`config.mk`:
```
export PLATFORM = sky130hd
export DESIGN_NAME = lbl_transit_classifier
export DESIGN_NICKNAME = d
export VERILOG_FILES = /design/src/rtl/lbl_pkg.sv /design/src/rtl/lbl_byte_index.sv /design/src/rtl/lbl_key_select.sv /design/src/rtl/lbl_fwd_decide.sv /design/src/rtl/lbl_transit_classifier.sv
export SDC_FILE = /design/constraint.sdc
export NUM_CORES = 1
export LEC_CHECK = 0
export BUFFER_PORTS_ARGS = -buffer_cell sky130_fd_sc_hd__buf_2
export CAP_MARGIN = 20
export CORE_ASPECT_RATIO = 0.6
export CORE_UTILIZATION = 56
export CTS_BUF_LIST = sky130_fd_sc_hd__clkbuf_4 sky130_fd_sc_hd__clkbuf_8
export CTS_CLUSTER_DIAMETER = 200
export CTS_CLUSTER_SIZE = 40
export DETAILED_ROUTE_END_ITERATION = 8
export GPL_TIMING_DRIVEN = 0
export PLACE_DENSITY_LB_ADDON = 0.1
export SYNTH_ARGS = -nofsm -noshare
export SYNTH_HDL_FRONTEND = slang
export SYNTH_SLANG_ARGS = --single-unit
export TNS_END_PERCENT = 20
```
`constraint.sdc`:
```
create_clock -name clk -period 2.8 [get_ports clk]
set_input_delay 0.14 -clock clk [delete_from_list [all_inputs] [get_ports clk]]
set_output_delay 0.14 -clock clk [all_outputs]
set_load 0.02 [all_outputs]
```
`src/rtl/lbl_pkg.sv`:
```
package lbl_pkg;
   typedef enum logic [1:0] {
      FMT_NONE  = 2'd0,
      FMT_VLAN  = 2'd1,
      FMT_LABEL = 2'd2,
      FMT_BAD   = 2'd3
   } lbl_fmt_e;

   localparam int MAC_BYTES = 6;
   localparam int HALF_W    = 12;
   localparam int LBL_W     = 2 * HALF_W;

   localparam logic [15:0] TYPE_VLAN  = 16'h8100;
   localparam logic [15:0] TYPE_LABEL = 16'h893B;

   localparam int OFS_T1_HI = 2 * MAC_BYTES;
   localparam int OFS_T1_LO = OFS_T1_HI + 1;
   localparam int OFS_W1_HI = OFS_T1_HI + 2;
   localparam int OFS_W1_LO = OFS_T1_HI + 3;
   localparam int OFS_T2_HI = OFS_T1_HI + 4;
   localparam int OFS_T2_LO = OFS_T1_HI + 5;
   localparam int OFS_W2_HI = OFS_T1_HI + 6;
   localparam int OFS_W2_LO = OFS_T1_HI + 7;
endpackage

```
`src/rtl/lbl_byte_index.sv`:
```
module lbl_byte_index #(
   parameter int IDX_W = 5
) (
   input  logic             clk,
   input  logic             rst_n,
   input  logic             in_vld,
   input  logic             in_start,
   input  logic             frame_done,
   output logic             cur_act,
   output logic [IDX_W-1:0] cur_idx
);
   logic             act_q;
   logic [IDX_W-1:0] cnt_q;

   assign cur_act = in_vld & (in_start | act_q);
   assign cur_idx = in_start ? '0 : cnt_q;

   always_ff @(posedge clk or negedge rst_n) begin
      if (!rst_n) begin
         act_q <= 1'b0;
         cnt_q <= '0;
      end else if (cur_act) begin
         if (frame_done) begin
            act_q <= 1'b0;
         end else begin
            act_q <= 1'b1;
            cnt_q <= cur_idx + 1'b1;
         end
      end
   end
endmodule

```
`src/rtl/lbl_key_select.sv`:
```
module lbl_key_select #(
   parameter int PRUNE_KEY = 0,
   parameter int HALF_W    = 12
) (
   input  logic [2*HALF_W-1:0] full_lbl,
   output logic [2*HALF_W-1:0] key
);
   generate
      if (PRUNE_KEY == 0) begin : g_full
         assign key = full_lbl;
      end else if (PRUNE_KEY == 1) begin : g_high
         assign key = {full_lbl[2*HALF_W-1:HALF_W], {HALF_W{1'b0}}};
      end else if (PRUNE_KEY == 2) begin : g_low
         assign key = {{HALF_W{1'b0}}, full_lbl[HALF_W-1:0]};
      end else begin : g_bad
         $error("PRUNE_KEY must be 0, 1 or 2");
         assign key = full_lbl;
      end
   endgenerate
endmodule

```
`src/rtl/lbl_fwd_decide.sv`:
```
module lbl_fwd_decide
   import lbl_pkg::*;
#(
   parameter int BRANCHES = 4
) (
   input  lbl_fmt_e            fmt,
   input  logic                mdest,
   input  logic                grp_da,
   input  logic                unk_da,
   input  logic [BRANCHES-1:0] hit,
   output logic [BRANCHES-1:0] fwd,
   output logic                local_only
);
   always_comb begin
      fwd        = '0;
      local_only = 1'b0;
      if (fmt != FMT_BAD) begin
         if (mdest) begin
            fwd = (fmt == FMT_LABEL) ? hit : {BRANCHES{1'b1}};
         end else begin
            local_only = grp_da | unk_da;
         end
      end
   end
endmodule

```
`src/rtl/lbl_transit_classifier.sv`:
```
module lbl_transit_classifier
   import lbl_pkg::*;
#(
   parameter int BRANCHES  = 4,
   parameter int PRUNE_KEY = 0,
   parameter bit LABEL_EN  = 1'b1
) (
   input  logic                clk,
   input  logic                rst_n,
   input  logic                in_vld,
   input  logic                in_start,
   input  logic [7:0]          in_byte,
   input  logic                hdr_mdest,
   input  logic                da_unknown,
   output logic                lkup_req,
   output logic [23:0]         lkup_key,
   input  logic [BRANCHES-1:0] lkup_hit,
   output logic                res_vld,
   output logic [1:0]          res_fmt,
   output logic [2:0]          res_pri,
   output logic                res_dei,
   output logic [23:0]         res_label,
   output logic [BRANCHES-1:0] res_fwd,
   output logic                res_drop,
   output logic                res_local_only
);
   localparam int IDX_W = $clog2(OFS_W2_LO + 1);
   localparam logic [IDX_W-1:0] I_DA0  = '0;
   localparam logic [IDX_W-1:0] I_T1HI = IDX_W'(OFS_T1_HI);
   localparam logic [IDX_W-1:0] I_T1LO = IDX_W'(OFS_T1_LO);
   localparam logic [IDX_W-1:0] I_W1HI = IDX_W'(OFS_W1_HI);
   localparam logic [IDX_W-1:0] I_W1LO = IDX_W'(OFS_W1_LO);
   localparam logic [IDX_W-1:0] I_T2HI = IDX_W'(OFS_T2_HI);
   localparam logic [IDX_W-1:0] I_T2LO = IDX_W'(OFS_T2_LO);
   localparam logic [IDX_W-1:0] I_W2HI = IDX_W'(OFS_W2_HI);
   localparam logic [IDX_W-1:0] I_W2LO = IDX_W'(OFS_W2_LO);

   generate
      if (BRANCHES < 1 || BRANCHES > 64) begin : g_chk_br
         $error("BRANCHES must lie in 1..64");
      end
      if (LBL_W != 24) begin : g_chk_lbl
         $error("label width must be 24");
      end
   endgenerate

   logic             cur_act;
   logic [IDX_W-1:0] cur_idx;
   logic             fin_bad, fin_vlan, fin_label, fin_any;
   logic             lbl_accept;
   logic [15:0]      typ_now;
   lbl_fmt_e         fmt_q, fmt_fin;
   logic [7:0]       typ_hi_q, w1_hi_q, w1_lo_q;
   logic [3:0]       w2_hi_q;
   logic             grp_q, mdest_q, unk_q;
   logic [23:0]      full_lbl;
   logic [BRANCHES-1:0] fwd_next;
   logic             local_next;

   assign typ_now  = {typ_hi_q, in_byte};
   assign full_lbl = {w1_hi_q[3:0], w1_lo_q, w2_hi_q, in_byte};

   generate
      if (LABEL_EN) begin : g_lbl_on
         assign lbl_accept = (typ_now == TYPE_LABEL);
      end else begin : g_lbl_off
         assign lbl_accept = 1'b0;
      end
   endgenerate

   lbl_byte_index #(.IDX_W(IDX_W)) u_idx (
      .clk        (clk),
      .rst_n      (rst_n),
      .in_vld     (in_vld),
      .in_start   (in_start),
      .frame_done (fin_any),
      .cur_act    (cur_act),
      .cur_idx    (cur_idx)
   );

   always_comb begin
      fin_bad   = 1'b0;
      fin_vlan  = 1'b0;
      fin_label = 1'b0;
      if (cur_act) begin
         if (cur_idx == I_T1LO) begin
            fin_bad = !((typ_now == TYPE_VLAN) || lbl_accept);
         end else if (cur_idx == I_W1LO) begin
            fin_vlan = (fmt_q == FMT_VLAN);
         end else if (cur_idx == I_T2LO) begin
            fin_bad = (typ_now != TYPE_LABEL);
         end else if (cur_idx == I_W2LO) begin
            fin_label = (fmt_q == FMT_LABEL);
         end
      end
      fin_any = fin_bad | fin_vlan | fin_label;
      fmt_fin = fin_bad ? FMT_BAD : (fin_vlan ? FMT_VLAN : FMT_LABEL);
   end

   assign lkup_req = fin_label;

   lbl_key_select #(.PRUNE_KEY(PRUNE_KEY), .HALF_W(HALF_W)) u_key (
      .full_lbl (full_lbl),
      .key      (lkup_key)
   );

   lbl_fwd_decide #(.BRANCHES(BRANCHES)) u_dec (
      .fmt        (fmt_fin),
      .mdest      (mdest_q),
      .grp_da     (grp_q),
      .unk_da     (unk_q),
      .hit        (lkup_hit),
      .fwd        (fwd_next),
      .local_only (local_next)
   );

   always_ff @(posedge clk or negedge rst_n) begin
      if (!rst_n) begin
         fmt_q          <= FMT_NONE;
         typ_hi_q       <= '0;
         w1_hi_q        <= '0;
         w1_lo_q        <= '0;
         w2_hi_q        <= '0;
         grp_q          <= 1'b0;
         mdest_q        <= 1'b0;
         unk_q          <= 1'b0;
         res_vld        <= 1'b0;
         res_fmt        <= FMT_NONE;
         res_pri        <= '0;
         res_dei        <= 1'b0;
         res_label      <= '0;
         res_fwd        <= '0;
         res_drop       <= 1'b0;
         res_local_only <= 1'b0;
      end else begin
         res_vld <= fin_any;
         if (cur_act) begin
            if (cur_idx == I_DA0) begin
               grp_q   <= in_byte[0];
               mdest_q <= hdr_mdest;
               unk_q   <= da_unknown;
               fmt_q   <= FMT_NONE;
            end
            if (cur_idx == I_T1HI || cur_idx == I_T2HI) typ_hi_q <= in_byte;
            if (cur_idx == I_T1LO)
               fmt_q <= (typ_now == TYPE_VLAN) ? FMT_VLAN :
                        (lbl_accept ? FMT_LABEL : FMT_BAD);
            if (cur_idx == I_W1HI) w1_hi_q <= in_byte;
            if (cur_idx == I_W1LO) w1_lo_q <= in_byte;
            if (cur_idx == I_W2HI) w2_hi_q <= in_byte[3:0];
         end
         if (fin_any) begin
            res_fmt        <= fmt_fin;
            res_pri        <= fin_bad ? 3'd0 : w1_hi_q[7:5];
            res_dei        <= fin_bad ? 1'b0 : w1_hi_q[4];
            res_label      <= fin_bad  ? 24'd0 :
                              fin_vlan ? {12'd0, w1_hi_q[3:0], in_byte} : full_lbl;
            res_fwd        <= fwd_next;
            res_drop       <= fin_bad;
            res_local_only <= local_next;
         end
      end
   end
endmodule

```
==> load_flow_metrics.sql, run 1 <==
INSERT INTO impl_metrics (metric_group, metric, value, unit) VALUES
('route', 'routed_wirelength', '8213', 'um'),
('synthesis', 'synth_register_bits', '76', ''),
('placed_design', 'pre_cts_slack', '0.2050', 'ns'),
('run', 'cap_viol_max_count', '0', ''),
('clock_tree', 'cts_tree', 'built', ''),
('die', 'design.die.area', '6490', 'um^2'),
('global_route', 'grt-ovfl-total', '0', ''),
('finish', 'layout_commonest_cell', 'buf_2', ''),
('clock_tree', 'tritoncts.num_buffers', '9', ''),
('finish', 'nFillCells', '424', ''),
('sta', 'finalHoldViolCount', '0', ''),
('critical_path', 'timing.critical_path.to', 'res_label[4]$_DFFE_PN0P_', ''),
('critical_path', 'critical_path.max_fanout', '10', ''),
('global_route', 'grt_util_met1', '42.25', '%'),
('critical_path', 'critPathKind', 'flip-flop to flip-flop', ''),
('clock_tree', 'clock_tree.htree_level_count', '3', ''),
('sta', 'totalNegativeSetupSlack', '0', 'ns'),
('global_route', 'gr-usage-all-layers', '28.29', '%'),
('sta', 'skew', '0.008253', 'ns'),
('route', 'avgRoutedWirePerCell', '16.86', 'um'),
('clock_tree', 'ctsRootBufferMaster', 'clkbuf_8', ''),
('placed_design', 'dpl-instance-area', '3976', 'um^2'),
('finish', 'area_growth_syn_to_layout', '21.54', '%'),
('sta', 'maxSlewHeadroom', '50.60', '%'),
('route', 'via_total_after_detailed_routing', '2767', ''),
('finish', 'seqCellArea', '1902', 'um^2'),
('finish', 'mostFrequentLayoutCells', '83 x buf_2, 76 x dfrtp_1, 49 x nand2_1', ''),
('synthesis', 'synth_cells', '311', ''),
('synthesis', 'syn-cell-area', '3451', 'um^2'),
('sta', 'setup_viol_count_final', '0', ''),
('critical_path', 'critical_path_arrival', '2.78', 'ns'),
('power_and_ir_drop', 'fin_total_pwr', '2.404', 'mW'),
('route', 'drt_iter0_markers', '170', ''),
('die', 'rows', '21', ''),
('synthesis', 'mappedNetlistNets', '333', ''),
('synthesis', 'synthFlopType', 'dfrtp_1', ''),
('finish', 'final_cell_area', '4194', 'um^2'),
('finish', 'layout.cells.non_filler', '487', ''),
('placed_design', 'placement.io_buffers', '79', ''),
('synthesis', 'synth_enable_flop_cells', '0', ''),
('sta', 'fin_crit', '2.559', 'ns'),
('critical_path', 'r2r_end', 'res_label[4]$_DFFE_PN0P_', ''),
('global_route', 'gr-usage-met3', '9.284', '%'),
('clock_tree', 'clock_tree.buffer_depth', '2', ''),
('outcome', 'run_status', 'completed', ''),
('die', 'floorplan.die.width', '103.3', 'um'),
('sta', 'rsz0062_at_grt', 'yes', ''),
('route', 'remaining_drc_errors', '0', ''),
('sta', 'max_slew_violation_total_from_the_final_report', '0', ''),
('global_route', 'maximum_number_of_pins_on_one_net_before_global_route_repair', '50', ''),
('route', 'route.antenna.remaining_nets', '0', ''),
('placed_design', 'dp.cells', '471', ''),
('sta', 'fin_ws', '0.2414', 'ns'),
('global_route', 'grt.met2_usage', '39.74', '%'),
('clock_tree', 'clock_edge_transition_at_the_registers_on_the_reported_setup_and_hold_paths', '0.08', 'ns'),
('global_route', 'grt.busiest_layer', 'met1', ''),
('sta', 'holdWs', '0.01179', 'ns'),
('critical_path', 'worst_r2r_startpoint', 'u_idx.cnt_q[1]$_DFFE_PN0P_', ''),
('global_route', 'antenna_found_initial', '0', ''),
('route', 'route.detailed.vias_per_inst', '5.682', ''),
('critical_path', 'worst_setup_path_end_kind', 'flip-flop', ''),
('power_and_ir_drop', 'total_leakage_power', '2.221', 'nW'),
('sta', 'timing.final.crit_share', '91.38', '%'),
('synthesis', 'synth_area_per_cell', '11.10', 'um^2'),
('die', 'io_pins', '80', ''),
('global_route', 'first_global_vias', '2563', ''),
('clock_tree', 'postCtsSetupBuffers', '0', ''),
('synthesis', 'ys_warn_count', '0', ''),
('finish', 'multi_input_comb_area', '1364', 'um^2'),
('critical_path', 'startpoint', 'u_idx.cnt_q[1]$_DFFE_PN0P_', ''),
('power_and_ir_drop', 'worst_ir_drop_vdd', '356.2', 'uV');
worst max-delay path, stage by stage, from the launching register on:
cell and delay, ns:
dfrtp_1 0.36, nor2b_2 0.24, nand2_1 0.18, nor2_1 0.21, ha_1 0.20, and3b_2 0.22, o21bai_1 0.15, o22a_1 0.22
nor2_2 0.28, buf_2 0.29, o21ai_1 0.10
cells by family (layout without fill, tap and decap cells):
family | count (synthesis) | in the layout | share of synthesized area (%)
DFF | 76 | 76 | 55.11
AOI/OAI and AO/OA | 63 | 63 | 11.31
adders and majority gates | 4 | 4 | 1.450
muxes | 31 | 31 | 10.12
buffers and inverters | 34 | 130 | 5.692
and+or+nand+nor | 103 | 103 | 16.32
power breakdown:
group	internal, mW	switching [mW]
registers	1.18	0.0750
clock network	0.442	0.384
logic	0.140	0.179
repair_timing:
action | in CTS | in global routing
gates resized for setup | 0 | 6
endpoints found under the setup margin | 0 | 29
hold buffers | 1 | 0
hold endpoints to repair | 27 | 0
routing by layer:
| layer | part of all wire, % | wire [um] | up-vias |
|---|---|---|---|
| li1 | - | - | 1277 |
| met1 | 47 | 3839 | 1373 |
| met2 | 44 | 3590 | 110 |
| met3 | 8.7 | 714 | 7 |
| met4 | 0.83 | 68 | 0 |
| met5 | 0 | 0 | - |
cell usage after synthesis, drive strengths merged, types with 2 or more instances:
library cell	count	area (um^2)
clkbuf	10	47.54
dfrtp	76	1902
nor2	7	31.28
nor4	5	31.28
nand4	14	87.58
or2	2	15.02
nand2	51	196.4
o31ai	2	15.01
buf	18	126.4
and3	2	12.51
nor2b	2	15.02
o2bb2ai	4	35.03
nand3	5	25.02
ha	4	50.05
nor3	3	15.01
nand2b	2	12.51
o211a	4	40.04
inv	6	22.52
nor4b	4	65.07
o21ai	25	125.1
mux2	31	349.1
a21oi	18	90.09
sequential cells by signal (all words and copies together), names as in the netlist, 2 cells and up:
signal / flops
w2_hi_q: 4
res_pri: 3
u_idx.cnt_q: 5
res_fmt: 2
typ_hi_q: 8
res_label: 24
fmt_q: 2
res_fwd: 4
w1_hi_q: 8
w1_lo_q: 8
how the worst min path moves through the flow:
stage                               to  slack (ns)  depth (start not counted)
2_1_floorplan     fmt_q[0]$_DFFE_PN0P_       -0.16                          0
4_1_cts        u_idx.act_q$_DFFE_PN0P_        0.01                          2
6_report       u_idx.act_q$_DFFE_PN0P_        0.01                          2
3_5_place_dp    res_fwd[0]$_DFFE_PN0P_        0.08                          1
3_3_place_gp   u_idx.act_q$_DFFE_PN0P_        0.35                          2
5_1_grt            mdest_q$_DFFE_PN0P_        0.02                          2
area by class of cell:
cell class / instances / share of cell area [%]
well taps: 80 / 2.387
flip-flops and latches: 76 / 45.35
multi-input cells: 201 / 32.52
inverters: 6 / 0.5370
repair buffers: 81 / 10.38
clock inverters: 4 / 1.163
plain buffers: 28 / 4.206
clock buffers: 11 / 3.461
(Power assumes the default switching activity.)
==> inputs of run 2 (changes only) <==
--- a/config.mk
+++ b/config.mk
@@ -5,17 +5,18 @@
 export SDC_FILE = /design/constraint.sdc
 export NUM_CORES = 1
 export LEC_CHECK = 0
-export BUFFER_PORTS_ARGS = -buffer_cell sky130_fd_sc_hd__buf_2
 export CAP_MARGIN = 20
 export CORE_ASPECT_RATIO = 0.6
-export CORE_UTILIZATION = 56
+export CORE_UTILIZATION = 60
 export CTS_BUF_LIST = sky130_fd_sc_hd__clkbuf_4 sky130_fd_sc_hd__clkbuf_8
 export CTS_CLUSTER_DIAMETER = 200
 export CTS_CLUSTER_SIZE = 40
 export DETAILED_ROUTE_END_ITERATION = 8
+export DONT_BUFFER_PORTS = 1
 export GPL_TIMING_DRIVEN = 0
 export PLACE_DENSITY_LB_ADDON = 0.1
 export SYNTH_ARGS = -nofsm -noshare
 export SYNTH_HDL_FRONTEND = slang
+export SYNTH_HIERARCHICAL = 1
 export SYNTH_SLANG_ARGS = --single-unit
 export TNS_END_PERCENT = 20
==> run 2 against run 1 <==
Compared with the run above:
- maximum frequency decreased by 3.5%
- worst hold slack improved by 0.013 ns
- die area decreased by 1.2%
- power increased by 23%
- first-iteration DRC count decreased by 12%
- register-to-register slack got worse by 0.09 ns
- cell count decreased by 5.3%
- via count decreased by 0.87%
- clock power increased by 22%
- sequential share of layout area decreased by 0.23 points
- sequential power increased by 13%
- largest cell class unchanged
- largest power group unchanged
==> load_flow_metrics.sql, run 2 <==
INSERT INTO impl_metrics (metric_group, metric, value, unit) VALUES
('finish', 'layout-drive-gt1-share', '28.08', '%'),
('finish', 'seqCellArea', '1902', 'um^2'),
('finish', 'layout_commonest_cell', 'dfrtp_1', ''),
('synthesis', 'ys_warn_count', '6', ''),
('clock_tree', 'tritoncts.num_buffers', '9', ''),
('clock_tree', 'clock_sink_count', '76', ''),
('synthesis', 'syn-cell-area', '3650', 'um^2'),
('sta', 'setup_viol_count_final', '0', ''),
('sta', 'finalHoldViolCount', '0', ''),
('route', 'route.detailed.vias_per_inst', '5.950', ''),
('global_route', 'gr-usage-all-layers', '28.89', '%'),
('synthesis', 'yosys-top-cells-area', 'dfrtp_1 52%, mux2_2 9.6%, nand2_1 7.5%', ''),
('synthesis', 'synth_enable_flop_cells', '0', ''),
('sta', 'timing.final.crit_share', '94.70', '%'),
('power_and_ir_drop', 'pwr_density_cell', '702.1', 'nW/um^2'),
('sta', 'max_slew_violation_total_from_the_final_report', '0', ''),
('placed_design', 'dp_hpwl', '5577', 'um'),
('critical_path', 'worst_r2r_startpoint', 'u_idx/cnt_q[2]$_DFFE_PN0P_', ''),
('synthesis', 'synth_cells', '351', ''),
('outcome', 'run_status', 'completed', ''),
('finish', 'layout.cells.non_filler', '461', ''),
('critical_path', 'worst_setup_path_end_kind', 'flip-flop', ''),
('die', 'io_pins', '80', ''),
('placed_design', 'dpl-instance-area', '3750', 'um^2'),
('power_and_ir_drop', 'clock_power_share', '34.0', '%'),
('global_route', 'grt_first_pass_wirelength', '13610', 'um'),
('synthesis', 'synthFlopType', 'dfrtp_1', ''),
('critical_path', 'worstPathRequired', '3.03', 'ns'),
('finish', 'multi_input_comb_area', '1518', 'um^2'),
('critical_path', 'r2r_slack', '0.15', 'ns'),
('finish', 'mostFrequentLayoutCells', '76 x dfrtp_1, 72 x nand2_1, 31 x mux2_2', ''),
('route', 'detailedRoute.firstPassIterationCount', '4', ''),
('synthesis', 'synth_common_cells', '76 x dfrtp_1, 73 x nand2_1, 31 x mux2_2, 25 x buf_4, 24 x a21oi_1', ''),
('finish', 'final_core_util', '73.59', '%'),
('power_and_ir_drop', 'power_switching_share', '28.29', '%'),
('critical_path', 'reg2regPathDepth', '10', ''),
('synthesis', 'post_synth_num_cell_types', '47', ''),
('clock_tree', 'later_pin_clock_latency_in_the_skew_report', '0.35', 'ns'),
('die', 'floorplan.die.width', '102.7', 'um'),
('sta', 'fin_crit', '2.652', 'ns'),
('synthesis', 'yosysSeqAreaShare', '52.11', '%'),
('finish', 'max_reg_flops', '24', ''),
('worst_hold_path', 'holdCritStartpoint', 'in_start', ''),
('die', 'rows', '21', ''),
('route', 'drt_iter0_markers', '149', ''),
('synthesis', 'synth_register_bits', '76', ''),
('critical_path', 'critPathKind', 'flip-flop to flip-flop', ''),
('clock_tree', 'clock_edge_transition_at_the_registers_on_the_reported_setup_and_hold_paths', '0.07', 'ns'),
('sta', 'holdWs', '0.02503', 'ns'),
('global_route', 'antenna_found_initial', '0', ''),
('synthesis', 'mappedNetlistNets', '369', ''),
('sta', 'rsz0062_at_grt', 'no', ''),
('synthesis', 'synthDominantCellAreaShare', '52.11', '%'),
('route', 'avgRoutedWirePerCell', '18.27', 'um'),
('power_and_ir_drop', 'total_switching_power', '0.8372', 'mW'),
('sta', 'fmax', '0.3771', 'GHz'),
('finish', 'regMostFlops', 'res_label', ''),
('power_and_ir_drop', 'worst_ir_drop_vdd', '382.2', 'uV'),
('route', 'remaining_drc_errors', '0', ''),
('finish', 'antenna_cell_count', '0', ''),
('route', 'via_total_after_detailed_routing', '2743', ''),
('die', 'core_area', '5728', 'um^2'),
('power_and_ir_drop', 'internal_power', '2.122', 'mW'),
('sta', 'totalNegativeSetupSlack', '0', 'ns'),
('critical_path', 'critical_path.max_fanout', '10', ''),
('critical_path', 'startpoint', 'u_idx/cnt_q[2]$_DFFE_PN0P_', ''),
('synthesis', 'asyncSetResetFlopFracSynth', '100.0', '%'),
('die', 'die_y', '62.42', 'um'),
('worst_hold_path', 'min_delay_path_depth', '2', ''),
('power_and_ir_drop', 'fin_total_pwr', '2.959', 'mW'),
('global_route', 'grt-ovfl-total', '0', ''),
('critical_path', 'r2r_end', 'u_idx/cnt_q[4]$_DFFE_PN0P_', ''),
('clock_tree', 'clock_tree.htree_level_count', '3', ''),
('route', 'routed_wirelength', '8422', 'um'),
('finish', 'area_growth_syn_to_layout', '15.50', '%'),
('clock_tree', 'clock_tree.buffer_depth', '2', ''),
('sta', 'fin_ws', '0.1484', 'ns'),
('synthesis', 'synth_area_per_cell', '10.40', 'um^2'),
('placed_design', 'dp.cells', '431', ''),
('placed_design', 'gpl.final_weighted_congestion', '0.8776', ''),
('placed_design', 'placement.io_buffers', '0', ''),
('route', 'route.antenna.remaining_nets', '0', ''),
('run', 'cap_viol_max_count', '0', ''),
('critical_path', 'critical_path_arrival', '2.88', 'ns'),
('power_and_ir_drop', 'total_leakage_power', '1.895', 'nW'),
('synthesis', 'yosys.cell_count.top_type', 'dfrtp_1', ''),
('finish', 'num-nets-final', '394', ''),
('clock_tree', 'cts_tree', 'built', ''),
('die', 'initial_utilization', '63.72', '%'),
('sta', 'maxSlewHeadroom', '40.00', '%'),
('finish', 'final_cell_area', '4215', 'um^2'),
('sta', 'skew', '0.007695', 'ns'),
('power_and_ir_drop', 'power_frac_seq', '48.1', '%'),
('placed_design', 'pre_cts_slack', '-0.4416', 'ns'),
('sta', 'worstMarginPinSlew', '0.8931', 'ns'),
('worst_hold_path', 'min_path_type', 'primary input to flip-flop', ''),
('power_and_ir_drop', 'comb_power_share', '17.9', '%'),
('finish', 'nFillCells', '421', ''),
('global_route', 'first_global_vias', '2680', ''),
('global_route', 'maximum_number_of_pins_on_one_net_before_global_route_repair', '77', ''),
('worst_hold_path', 'worst_hold_path.endpoint', 'u_idx/act_q$_DFFE_PN0P_', ''),
('critical_path', 'critical_path.startpoint_type', 'flip-flop', ''),
('die', 'design.die.area', '6409', 'um^2'),
('clock_tree', 'ctsRootBufferMaster', 'clkbuf_8', ''),
('synthesis', 'post-synth-top-area-cell', 'dfrtp_1', '');
[run 2: repair_timing]
item                                    CTS  global route
pin swaps                                 1             0
setup buffers                             1             0
gates resized for setup                   7            10
hold buffers                             13             0
hold endpoints to repair                116             0
endpoints found under the setup margin   11            10
cloned                                    0             0
[run 2: layout make-up]
cell class | instances | area share [%]
flip-flops and latches | 76 | 45.12
multi-input cells | 232 | 36.00
plain buffers | 35 | 6.293
repair buffers | 14 | 3.681
clock buffers | 10 | 3.117
clock inverters | 6 | 2.642
well taps | 80 | 2.375
inverters | 8 | 0.7717
[run 2: kinds of logic after synthesis]
family	synth area share [%]
AOI/OAI and AO/OA	11.24
buffers and inverters	8.090
DFF	52.11
muxes	9.564
and+or+nand+nor	18.99
[run 2: layer usage]
layer	global-route usage [%]	up-vias	routed length, um
met5	0	-	0
met4	7.857	0	51
met3	10.85	4	706
met2	41.67	96	3707
met1	40.92	1390	3957
li1	-	1253	-
[run 2: worst max-delay path: stages, from the launching register on]
cell and delay [ns]:
dfrtp_1 0.43, nor2b_2 0.20, or3b_1 0.43, or4_1 0.52, buf_6 0.17, inv_4 0.07, nor2_4 0.07, buf_6 0.17
nand2_4 0.11, nor4b_1 0.07, a211o_1 0.28
[run 2: power by group through the flow]
stage	Clock (mW)	Sequential [mW]	Combinational (mW)
final	1.01	1.42	0.529
after global routing	1.07	1.45	0.581
after CTS	1.02	1.42	0.518
after detailed placement	0	1.44	0.462
after global placement	0	1.43	0.443
after floorplan	0	1.40	0.401
[run 2: worst max-delay path by stage]
stage / to / cells after the start
after floorplan: u_idx/cnt_q[4]$_DFFE_PN0P_ / 10
after global placement: u_idx/cnt_q[3]$_DFFE_PN0P_ / 7
after detailed placement: u_idx/cnt_q[3]$_DFFE_PN0P_ / 7
after CTS: res_fwd[1]$_DFFE_PN0P_ / 11
after global routing: u_idx/cnt_q[1]$_DFFE_PN0P_ / 11
final: u_idx/cnt_q[4]$_DFFE_PN0P_ / 10
==> inputs of run 3 (changes only) <==
--- a/config.mk
+++ b/config.mk
@@ -9,12 +9,13 @@
 export CORE_ASPECT_RATIO = 0.6
 export CORE_UTILIZATION = 60
 export CTS_BUF_LIST = sky130_fd_sc_hd__clkbuf_4 sky130_fd_sc_hd__clkbuf_8
-export CTS_CLUSTER_DIAMETER = 200
+export CTS_CLUSTER_DIAMETER = 80
 export CTS_CLUSTER_SIZE = 40
 export DETAILED_ROUTE_END_ITERATION = 8
 export DONT_BUFFER_PORTS = 1
 export GPL_TIMING_DRIVEN = 0
 export PLACE_DENSITY_LB_ADDON = 0.1
+export REMOVE_ABC_BUFFERS = 1
 export SYNTH_ARGS = -nofsm -noshare
 export SYNTH_HDL_FRONTEND = slang
 export SYNTH_HIERARCHICAL = 1
==> run 3 against run 2 <==
Compared with the run above:
- via count fell by 2.6%
- combinational power shrank 19%
- power is 1.8% lower
- sequential power increased by 4%
==> load_flow_metrics.sql, run 3 (synthesized netlist as in run 2, its figures left out) <==
INSERT INTO impl_metrics (metric_group, metric, value, unit) VALUES
('finish', 'num-nets-final', '362', ''),
('sta', 'skew', '0.008905', 'ns'),
('clock_tree', 'clock_tree.buffer_depth', '2', ''),
('power_and_ir_drop', 'internal_power', '2.080', 'mW'),
('clock_tree', 'cts_tree', 'built', ''),
('finish', 'layout_commonest_cell', 'dfrtp_1', ''),
('critical_path', 'crit_path_top_delay_cell', 'nor4_1', ''),
('critical_path', 'critPathKind', 'flip-flop to flip-flop', ''),
('critical_path', 'worst-path-buf-inv', '0', ''),
('power_and_ir_drop', 'total_leakage_power', '1.738', 'nW'),
('worst_hold_path', 'min_delay_path_depth', '2', ''),
('worst_hold_path', 'min_path_type', 'primary input to flip-flop', ''),
('clock_tree', 'clock_sink_count', '76', ''),
('sta', 'maxSlewHeadroom', '36.30', '%'),
('power_and_ir_drop', 'comb_power_share', '14.8', '%'),
('die', 'design.die.area', '6409', 'um^2'),
('power_and_ir_drop', 'power_switching_share', '28.41', '%'),
('finish', 'regMostFlops', 'res_label', ''),
('sta', 'setup_viol_count_final', '0', ''),
('sta', 'finalHoldViolCount', '0', ''),
('critical_path', 'critical_path.max_fanout', '9', ''),
('power_and_ir_drop', 'fin_total_pwr', '2.905', 'mW'),
('critical_path', 'r2r_end', 'u_idx/cnt_q[3]$_DFFE_PN0P_', ''),
('power_and_ir_drop', 'pwr_density_cell', '730.6', 'nW/um^2'),
('run', 'cap_viol_max_count', '0', ''),
('route', 'route.antenna.remaining_nets', '0', ''),
('finish', 'final_cell_area', '3976', 'um^2'),
('route', 'drt_iter0_markers', '141', ''),
('global_route', 'grt-ovfl-total', '0', ''),
('global_route', 'gr-usage-all-layers', '28.35', '%'),
('global_route', 'antenna_found_initial', '0', ''),
('critical_path', 'path_cells', 'nor4_1 > and4_1 > nor2_1 > o21ai_2 > nand2_2 > or3_1 > o311ai_2', ''),
('die', 'initial_utilization', '63.72', '%'),
('sta', 'fmax', '0.3789', 'GHz'),
('sta', 'max_slew_violation_total_from_the_final_report', '0', ''),
('die', 'die_y', '62.42', 'um'),
('finish', 'mostFrequentLayoutCells', '76 x dfrtp_1, 72 x nand2_1, 31 x mux2_2', ''),
('worst_hold_path', 'holdCritStartpoint', 'in_vld', ''),
('critical_path', 'max_stage_delay', '0.45', 'ns'),
('die', 'core_area', '5728', 'um^2'),
('critical_path', 'reg2regPathDepth', '7', ''),
('clock_tree', 'tritoncts.num_buffers', '9', ''),
('power_and_ir_drop', 'clock_power_share', '34.7', '%'),
('critical_path', 'critical_path.startpoint_type', 'flip-flop', ''),
('clock_tree', 'clock_tree.htree_level_count', '3', ''),
('placed_design', 'placement.io_buffers', '0', ''),
('critical_path', 'worstPathRequired', '3.06', 'ns'),
('clock_tree', 'clock_edge_transition_at_the_registers_on_the_reported_setup_and_hold_paths', '0.07', 'ns'),
('finish', 'area_growth_syn_to_layout', '8.947', '%'),
('critical_path', 'worst_r2r_startpoint', 'typ_hi_q[1]$_DFFE_PN0P_', ''),
('placed_design', 'gpl.final_weighted_congestion', '0.8790', ''),
('route', 'routed_wirelength', '8358', 'um'),
('critical_path', 'r2r_slack', '0.16', 'ns'),
('sta', 'rsz0062_at_grt', 'no', ''),
('route', 'detailedRoute.firstPassIterationCount', '5', ''),
('global_route', 'grt_first_pass_wirelength', '13360', 'um'),
('placed_design', 'dp.cells', '396', ''),
('outcome', 'run_status', 'completed', ''),
('finish', 'layout-drive-gt1-share', '22.06', '%'),
('route', 'remaining_drc_errors', '0', ''),
('route', 'route.detailed.vias_per_inst', '6.231', ''),
('power_and_ir_drop', 'total_switching_power', '0.8252', 'mW'),
('finish', 'max_reg_flops', '24', ''),
('finish', 'nFillCells', '471', ''),
('critical_path', 'critical_path_arrival', '2.90', 'ns'),
('route', 'avgRoutedWirePerCell', '19.48', 'um'),
('critical_path', 'worst_setup_path_end_kind', 'flip-flop', ''),
('power_and_ir_drop', 'power_frac_seq', '50.5', '%'),
('global_route', 'first_global_vias', '2625', ''),
('sta', 'fin_crit', '2.639', 'ns'),
('sta', 'timing.final.crit_share', '94.27', '%'),
('worst_hold_path', 'worst_hold_path.endpoint', 'u_idx/act_q$_DFFE_PN0P_', ''),
('critical_path', 'critical_path.top_delay_family', 'simple AND/OR/NAND/NOR gates', ''),
('clock_tree', 'later_pin_clock_latency_in_the_skew_report', '0.36', 'ns'),
('placed_design', 'dpl-instance-area', '3491', 'um^2'),
('die', 'rows', '21', ''),
('power_and_ir_drop', 'worst_ir_drop_vdd', '363.0', 'uV'),
('global_route', 'maximum_number_of_pins_on_one_net_before_global_route_repair', '77', ''),
('placed_design', 'dp_hpwl', '5134', 'um'),
('die', 'io_pins', '80', ''),
('clock_tree', 'ctsRootBufferMaster', 'clkbuf_8', ''),
('finish', 'layout.cells.non_filler', '429', ''),
('finish', 'final_core_util', '69.42', '%'),
('die', 'floorplan.die.width', '102.7', 'um'),
('route', 'via_total_after_detailed_routing', '2673', ''),
('sta', 'worstMarginPinSlew', '0.9520', 'ns'),
('finish', 'antenna_cell_count', '0', ''),
('sta', 'holdWs', '0.02482', 'ns');
## run 3: changes by cell type in the layout (fill, tap and decap cells not counted), moves of 2 or more
| cell | before | now |
|---|---|---|
| nor2b_2 | 4 | 2 |
| buf_6 | 3 | 0 |
| buf_4 | 27 | 3 |
| buf_2 | 2 | 0 |
| clkbuf_1 | 3 | 0 |
| nor2b_1 | 0 | 2 |
## run 3: how the worst max path moves through the flow
stage                                     startpoint                    endpoint  slack (ns)  cells past startpoint
after floorplan           u_idx/cnt_q[0]$_DFFE_PN0P_  res_local_only$_DFFE_PN0P_       -0.16                      8
after global placement    u_idx/cnt_q[0]$_DFFE_PN0P_  res_local_only$_DFFE_PN0P_       -1.04                      8
after detailed placement     u_idx/act_q$_DFFE_PN0P_  u_idx/cnt_q[3]$_DFFE_PN0P_       -1.04                      9
after CTS                 u_idx/cnt_q[4]$_DFFE_PN0P_  u_idx/cnt_q[4]$_DFFE_PN0P_        0.06                      9
after global routing      u_idx/cnt_q[0]$_DFFE_PN0P_      res_fwd[0]$_DFFE_PN0P_       0.004                      9
final                        typ_hi_q[1]$_DFFE_PN0P_  u_idx/cnt_q[3]$_DFFE_PN0P_        0.16                      7
## run 3: worst register-to-register path: stages (launching register included)
cell	delay, ns
dfrtp_1	0.39
nor4_1	0.45
and4_1	0.33
nor2_1	0.14
o21ai_2	0.36
nand2_2	0.22
or3_1	0.44
o311ai_2	0.22
## run 3: metrics by stage
| stage | setup WS, ns | setup TNS (ns) |
|---|---|---|
| floorplan | -0.1591 | -0.8231 |
| global placement | -1.043 | -18.87 |
| detailed placement | -1.040 | -9.684 |
| CTS | 0.05793 | 0 |
| global route | 0.003985 | 0 |
| finish | 0.1605 | 0 |
## run 3: layout make-up
class | count | area (um^2) | area share [%]
Clock buffer | 10 | 131.4 | 3.304
Inverter | 8 | 42.54 | 1.070
Multi-Input combinational cell | 232 | 1509 | 37.95
Tap cell | 80 | 100.1 | 2.517
Sequential cell | 76 | 1902 | 47.83
Timing Repair Buffer | 17 | 180.2 | 4.531
Clock inverter | 6 | 111.4 | 2.801
## run 3: power groups by stage
stage / clock network (mW) / logic, mW / registers, mW
2_1_floorplan: 0 / 0.311 / 1.43
3_3_place_gp: 0 / 0.347 / 1.47
3_5_place_dp: 0 / 0.363 / 1.48
4_1_cts: 1.03 / 0.418 / 1.46
5_1_grt: 1.06 / 0.476 / 1.49
6_report: 1.01 / 0.431 / 1.47
## run 3: what timing repair did
action	CTS	global route
hold endpoints to repair	119	0
setup endpoints to repair	27	18
pin swaps	1	1
hold buffers	14	0
gates resized for setup	7	8
setup buffers	1	2
## run 3: layer usage
metal  vias to the layer above  GRT usage [%]  share of wire, %
met5                         -              0                 0
met4                         0          10.18               1.9
met3                        19          11.52               9.2
met2                       119          39.50                44
met1                      1340          39.80                45
li1                       1195              -                 -
